### config.mk
export PLATFORM = sky130hd
export DESIGN_NAME = rob_two_thread
export DESIGN_NICKNAME = d
export VERILOG_FILES = /design/src/rtl/rob_pkg.sv /design/src/rtl/rob_half.sv /design/src/rtl/rob_arb.sv /design/src/rtl/rob_two_thread.sv
export SDC_FILE = /design/constraint.sdc
export NUM_CORES = 2
export LEC_CHECK = 0
export ABC_CLOCK_PERIOD_IN_PS = 13200
export BUFFER_PORTS_ARGS = -buffer_cell sky130_fd_sc_hd__buf_2
export CAP_MARGIN = 20
export CORE_UTILIZATION = 42
export CTS_CLUSTER_SIZE = 12
export DETAILED_ROUTE_END_ITERATION = 16
export GPL_ROUTABILITY_DRIVEN = 0
export GPL_TIMING_DRIVEN = 1
export SYNTH_ARGS = -nofsm -noshare
export SYNTH_HDL_FRONTEND = slang
export SYNTH_HIERARCHICAL = 1
export SYNTH_SLANG_ARGS = --single-unit
### constraint.sdc
create_clock -name clk_i -period 13.2 [get_ports clk_i]
set_input_delay 1.32 -clock clk_i [delete_from_list [all_inputs] [get_ports clk_i]]
set_output_delay 1.32 -clock clk_i [all_outputs]
set_load 0.02 [all_outputs]
### src/rtl/rob_pkg.sv
`timescale 1ns/1ps
package rob_pkg;
  localparam int unsigned NTHR = 2;
  typedef enum logic {THR_A = 1'b0, THR_B = 1'b1} thr_e;
endpackage

### src/rtl/rob_half.sv
`timescale 1ns/1ps
// One thread's share of the buffer: circular queue of entries (DEPTH power of two).
module rob_half #(
  parameter int unsigned DEPTH  = 16,
  parameter int unsigned RW     = 3,
  parameter int unsigned DEST_W = 5,
  parameter int unsigned RES_W  = 16,
  localparam int unsigned PW    = $clog2(DEPTH),
  localparam int unsigned CW    = $clog2(DEPTH + 1),
  localparam int unsigned RCW   = $clog2(RW + 1)
) (
  input  logic                           clk_i,
  input  logic                           rst_ni,
  input  logic                           flush_i,
  input  logic                           alloc_i,
  input  logic [DEST_W-1:0]              alloc_dest_i,
  output logic                           full_o,
  output logic [PW-1:0]                  tail_o,
  input  logic                           cmpl_i,
  input  logic [PW-1:0]                  cmpl_idx_i,
  input  logic [RES_W-1:0]               cmpl_res_i,
  input  logic                           cmpl_fault_i,
  input  logic [RCW-1:0]                 ret_cnt_i,
  output logic [RCW-1:0]                 rdy_cnt_o,
  output logic                           fault_o,
  output logic [RW-1:0][PW-1:0]          slot_idx_o,
  output logic [RW-1:0][DEST_W-1:0]      slot_dest_o,
  output logic [RW-1:0][RES_W-1:0]       slot_res_o
);
  logic [PW-1:0]                 head_q, tail_q;
  logic [CW-1:0]                 count_q;
  logic [DEPTH-1:0]              done_q, fault_q;
  logic [DEPTH-1:0][DEST_W-1:0]  dest_q;
  logic [DEPTH-1:0][RES_W-1:0]   res_q;
  logic                          alloc_fire;
  logic [RW-1:0][PW-1:0]         sidx;
  logic [RCW-1:0]                rdy;
  logic                          stop;

  assign full_o     = (count_q == CW'(DEPTH));
  assign tail_o     = tail_q;
  assign alloc_fire = alloc_i && !full_o && !flush_i;

  always_ff @(posedge clk_i or negedge rst_ni) begin
    if (!rst_ni) begin
      head_q  <= '0;
      tail_q  <= '0;
      count_q <= '0;
      done_q  <= '0;
      fault_q <= '0;
    end else if (flush_i) begin
      head_q  <= '0;
      tail_q  <= '0;
      count_q <= '0;
    end else begin
      if (alloc_fire) begin
        tail_q          <= tail_q + 1'b1;
        done_q[tail_q]  <= 1'b0;
        fault_q[tail_q] <= 1'b0;
      end
      if (cmpl_i) begin
        done_q[cmpl_idx_i]  <= 1'b1;
        fault_q[cmpl_idx_i] <= cmpl_fault_i;
      end
      head_q  <= head_q + PW'(ret_cnt_i);
      count_q <= count_q + CW'(alloc_fire) - CW'(ret_cnt_i);
    end
  end

  // payload storage carries no reset
  always_ff @(posedge clk_i) begin
    if (alloc_fire) dest_q[tail_q] <= alloc_dest_i;
    if (cmpl_i && !flush_i) res_q[cmpl_idx_i] <= cmpl_res_i;
  end

  // count consecutive clean completions from the head, stop at first gap or fault
  always_comb begin
    rdy  = '0;
    stop = 1'b0;
    for (int k = 0; k < RW; k++) begin
      sidx[k] = head_q + PW'(k);
      if (!stop && (CW'(k) < count_q) && done_q[sidx[k]] && !fault_q[sidx[k]])
        rdy = rdy + 1'b1;
      else
        stop = 1'b1;
    end
  end

  always_comb begin
    for (int k = 0; k < RW; k++) begin
      slot_idx_o[k]  = sidx[k];
      slot_dest_o[k] = dest_q[sidx[k]];
      slot_res_o[k]  = res_q[sidx[k]];
    end
  end

  assign rdy_cnt_o = rdy;
  assign fault_o   = (count_q != '0) && done_q[head_q] && fault_q[head_q];
endmodule

### src/rtl/rob_arb.sv
`timescale 1ns/1ps
// Picks the retiring thread: alternate when both ready, else the ready one.
module rob_arb
  import rob_pkg::*;
#(
  parameter int unsigned RCW = 2
) (
  input  logic           clk_i,
  input  logic           rst_ni,
  input  logic [RCW-1:0] rdy0_i,
  input  logic [RCW-1:0] rdy1_i,
  output logic           go_o,
  output logic           sel_o,
  output logic [RCW-1:0] ret0_o,
  output logic [RCW-1:0] ret1_o
);
  thr_e last_q;
  thr_e sel;
  logic has0, has1;

  assign has0 = (rdy0_i != '0);
  assign has1 = (rdy1_i != '0);

  always_comb begin
    if (has0 && has1) sel = (last_q == THR_A) ? THR_B : THR_A;
    else if (has0)    sel = THR_A;
    else              sel = THR_B;
  end

  assign go_o   = has0 || has1;
  assign sel_o  = (sel == THR_B);
  assign ret0_o = (go_o && sel == THR_A) ? rdy0_i : '0;
  assign ret1_o = (go_o && sel == THR_B) ? rdy1_i : '0;

  always_ff @(posedge clk_i or negedge rst_ni) begin
    if (!rst_ni)   last_q <= THR_B;
    else if (go_o) last_q <= sel;
  end
endmodule

### src/rtl/rob_two_thread.sv
`timescale 1ns/1ps
module rob_two_thread
  import rob_pkg::*;
#(
  parameter int unsigned DEPTH  = 16,
  parameter int unsigned RW     = 3,
  parameter int unsigned DEST_W = 5,
  parameter int unsigned RES_W  = 16,
  localparam int unsigned PW    = $clog2(DEPTH),
  localparam int unsigned IDX_W = PW + 1,
  localparam int unsigned RCW   = $clog2(RW + 1)
) (
  input  logic                          clk_i,
  input  logic                          rst_ni,
  input  logic [NTHR-1:0]               alloc_valid_i,
  input  logic [NTHR-1:0][DEST_W-1:0]   alloc_dest_i,
  output logic [NTHR-1:0]               alloc_ready_o,
  output logic [NTHR-1:0][IDX_W-1:0]    alloc_idx_o,
  input  logic                          cmpl_valid_i,
  input  logic [IDX_W-1:0]              cmpl_idx_i,
  input  logic [RES_W-1:0]              cmpl_result_i,
  input  logic                          cmpl_fault_i,
  input  logic [NTHR-1:0]               flush_i,
  output logic [NTHR-1:0]               exc_o,
  output logic [RW-1:0]                 ret_valid_o,
  output logic [RW-1:0]                 ret_thread_o,
  output logic [RW-1:0][IDX_W-1:0]      ret_idx_o,
  output logic [RW-1:0][DEST_W-1:0]     ret_dest_o,
  output logic [RW-1:0][RES_W-1:0]      ret_result_o
);
  logic [NTHR-1:0]                        full;
  logic [NTHR-1:0][PW-1:0]                tail;
  logic [NTHR-1:0][RCW-1:0]               rdy_cnt;
  logic [NTHR-1:0][RCW-1:0]               ret_cnt;
  logic [NTHR-1:0][RW-1:0][PW-1:0]        slot_idx;
  logic [NTHR-1:0][RW-1:0][DEST_W-1:0]    slot_dest;
  logic [NTHR-1:0][RW-1:0][RES_W-1:0]     slot_res;
  logic                                   go, sel;
  logic [RCW-1:0]                         sel_cnt;
  logic                                   vld;

  for (genvar t = 0; t < NTHR; t++) begin : g_thr
    rob_half #(
      .DEPTH(DEPTH), .RW(RW), .DEST_W(DEST_W), .RES_W(RES_W)
    ) u_half (
      .clk_i        (clk_i),
      .rst_ni       (rst_ni),
      .flush_i      (flush_i[t]),
      .alloc_i      (alloc_valid_i[t]),
      .alloc_dest_i (alloc_dest_i[t]),
      .full_o       (full[t]),
      .tail_o       (tail[t]),
      .cmpl_i       (cmpl_valid_i && (cmpl_idx_i[IDX_W-1] == 1'(t))),
      .cmpl_idx_i   (cmpl_idx_i[PW-1:0]),
      .cmpl_res_i   (cmpl_result_i),
      .cmpl_fault_i (cmpl_fault_i),
      .ret_cnt_i    (ret_cnt[t]),
      .rdy_cnt_o    (rdy_cnt[t]),
      .fault_o      (exc_o[t]),
      .slot_idx_o   (slot_idx[t]),
      .slot_dest_o  (slot_dest[t]),
      .slot_res_o   (slot_res[t])
    );
    assign alloc_ready_o[t] = ~full[t];
    assign alloc_idx_o[t]   = {1'(t), tail[t]};
  end

  rob_arb #(.RCW(RCW)) u_arb (
    .clk_i  (clk_i),
    .rst_ni (rst_ni),
    .rdy0_i (rdy_cnt[0]),
    .rdy1_i (rdy_cnt[1]),
    .go_o   (go),
    .sel_o  (sel),
    .ret0_o (ret_cnt[0]),
    .ret1_o (ret_cnt[1])
  );

  assign sel_cnt = rdy_cnt[sel];

  always_comb begin
    for (int k = 0; k < RW; k++) begin
      vld             = go && (RCW'(k) < sel_cnt);
      ret_valid_o[k]  = vld;
      ret_thread_o[k] = vld & sel;
      ret_idx_o[k]    = {sel, slot_idx[sel][k]};
      ret_dest_o[k]   = slot_dest[sel][k];
      ret_result_o[k] = slot_res[sel][k];
    end
  end
endmodule

==> flow_metrics.tcl <==
set metrics [dict create \
    status "complete, no violations" \
    finalCritPeriodShare_pct 62.95 \
    placed_area_sq_mm 0.04484 \
    dr.first_iter.drc_count 3313 \
    cts_made_buffers 86 \
    grt-ovfl-total 0 \
    dieArea_sq_mm 0.1033 \
    power_mw 7.087 \
    row_count 116 \
    path_class "reg2out" \
    tns_ns 0 \
    skew_ns 0.02638 \
    clk_pin_slew_ns 0.06 \
    grt_pass1_vias 26150 \
    worstMarginPinSlew_ns 1.260 \
    cts_setup_buffers 0 \
    routed_via_density 6.773 \
    crit_fanout 64 \
    endpoint_kind "output pin" \
    grt_pass1_wl_microns 187100 \
    p_leak_nw 15.06 \
    instances_no_fill 3853 \
    fmax_mhz 120.3 \
    drv_cap 0 \
    antenna_cells 0 \
    yosys_warnings 6 \
    die_y_microns 321.4 \
    wl_microns 129500 \
    ys_ff_latch 763 \
    cts-root-buf "clkbuf_16" \
    fp.dieW_microns 321.4 \
    arrival_ns 6.99 \
    wire_per_inst_microns 33.61 \
    powerDensity_mw_per_mm2 148.4 \
    synth-adder-area-share_pct 1.238 \
    place_ws_ns 5.663 \
    synth.avg_cell_area_sq_um 18.27 \
    regArea_sq_mm 0.02248 \
    synth_top_family_by_area "multiplexers" \
    worst_slack_ns 4.890 \
    htreeDepth 3 \
    required_ns 11.88 \
    start_util_pct 42.59 \
    holdBufCountCts 0 \
    synth_flop_cell "edfxtp_1" \
    synthSimpleGateAreaFrac_pct 4.051 \
    dp.cells 3693 \
    syn_area_sq_mm 0.04284 \
    tritoncts "built" \
    async_reset_ff_share_pct 11.93 \
    num_vias 26100 \
    final_cell_mix "edfxtp_1 (672), mux4_2 (631), buf_2 (133), nand2_1 (130), clkbuf_16 (90)" \
    syn-instance-count 2345 \
    ys_types 68 \
    relSlewSlack_pct 15.63 \
    ys_seq_area_share_pct 52.42 \
    synth-compound-area-share_pct 2.830 \
    design_area_sq_mm 0.04776 \
    hold_viol_final 0 \
    antenna_found_initial 9 \
    grt_max_degree 76 \
    drive_gt1_share_pct 44.27 \
    fill_cells 8313 \
    syn_to_final_growth_pct 11.48 \
    io_buffers 134 \
    fin_util_pct 47.48 \
    clkLatencyLatePin_ns 0.66 \
    dp_hpwl_microns 81160 \
    holdWs_ns 0.5421 \
    period_needed_ns 8.310 \
    hold_class "reg2reg" \
    core_area_sq_mm 0.1006 \
    first_pass_iters 5 \
    cts_sinks 763 \
    slew_violations 0 \
    track_usage_pct 25.35 \
    critPathLaunchType "register" \
    drc 0 \
    ant_nets 0 \
    multiInputGateArea_sq_mm 0.01930 \
    cts_resized 0 \
    final_common_cell "edfxtp_1" \
    synth_xor_area_share_pct 0.4498 \
    clock_path_buffers 3 \
    rsz0062_at_grt "false" \
    io_pins 137 \
    vdd_drop_max_mv 0.1060 \
    synth_edf_count 672 \
    final-setup-viol-count 0 \
    syn_nets 2424 \
    synthMuxAreaShare_pct 35.90 \
    final_net_count 2506 \
]
final cells by class:
| type | instances | share of cell area (%) |
|---|---|---|
| tap | 1357 | 3.555 |
| clock inverter | 47 | 0.9825 |
| inverter | 54 | 0.4244 |
| multi-input combinational | 1320 | 40.41 |
| timing repair buffer | 202 | 2.604 |
| sequential | 763 | 47.07 |
| clock buffer | 110 | 4.957 |
kinds of logic (layout without fill, tap and decap cells):
logic type	Yosys count	after routing
DFF	763	763
muxes	710	710
and+or+nand+nor	355	355
buffers and inverters	262	413
AOI/OAI and AO/OA	191	191
adders and majority gates	40	40
xor gates and xnor gates	22	22
other	2	2
power by group:
group	internal, mW	switching [mW]	leakage (nW)	total (mW)
Clock	1.44	0.989	1.39	2.43
Sequential	2.71	0.0994	7.19	2.81
Combinational	0.929	0.922	6.47	1.85
Total	5.08	2.01	15.1	7.09
synth_stat cells, types with 12 or more instances:
cell       number  area (sq um)
mux4_2        631         14210
a31oi_1        25         156.4
dfrtp_1        90          2252
nor2b_1        19         118.9
o2bb2ai_1      12         105.1
and3_1         25         156.4
clkbuf_1       74         277.8
nand2_1       130         488.0
mux2_4         75          1126
xnor2_1        16         140.1
o21ai_0        81         405.4
o31ai_1        12         90.09
nor3_1         19         95.09
buf_1          27         101.4
nand2b_1       27         168.9
buf_4          22         165.2
buf_2          63         315.3
buf_6          18         202.7
nor2_1         81         304.0
inv_1          52         195.2
a21oi_1        13         65.06
ha_1           36         450.4
edfxtp_1      672         20180
critical path, stage by stage, from the launching register on:
cell and delay, ns:
dfrtp_4 0.95, buf_4 0.88, mux4_2 0.60, nand3_1 0.09
and3_1 0.19, nand2b_1 0.09, a2111oi_0 0.54, ha_1 0.26
o311ai_1 0.10, a311oi_1 0.31, xor2_1 0.45, nor2_1 0.22
o22ai_4 0.14, buf_4 0.75, mux2_4 0.36, buf_2 0.16
metal layers:
| metal | global-route usage (%) | wire length (microns) |
|---|---|---|
| met1 | 35.77 | 51690 |
| met2 | 38.51 | 59350 |
| met3 | 6.252 | 13760 |
| met4 | 8.677 | 4625 |
| met5 | 0 | 88 |
worst paths after layout:
check,from,endpoint,slack [ns],cells after the start
worst max-delay path,g_thr[1].u_half/head_q[0],ret_result_o[18],4.89,15
worst min-delay path,g_thr[1].u_half/done_q[8],g_thr[1].u_half/done_q[8],0.54,2
worst max register to register,g_thr[1].u_half/head_q[0],g_thr[0].u_half/count_q[4],6.56,21
worst min register to register,g_thr[1].u_half/done_q[8],g_thr[1].u_half/done_q[8],0.54,2
max in group asynchronous,rst_ni,g_thr[1].u_half/head_q[1],11.32,2
min in group asynchronous,rst_ni,g_thr[0].u_half/fault_q[15],0.63,1
sequential cells by signal, summed over array words and instances, names as in the netlist:
signal                flops
u_arb/last_q              1
g_thr.u_half/fault_q     32
g_thr.u_half/count_q     10
g_thr.u_half/dest_q     160
g_thr.u_half/tail_o       8
g_thr.u_half/res_q      512
g_thr.u_half/done_q      32
g_thr.u_half/head_q       8
(Power assumes the default switching activity.)
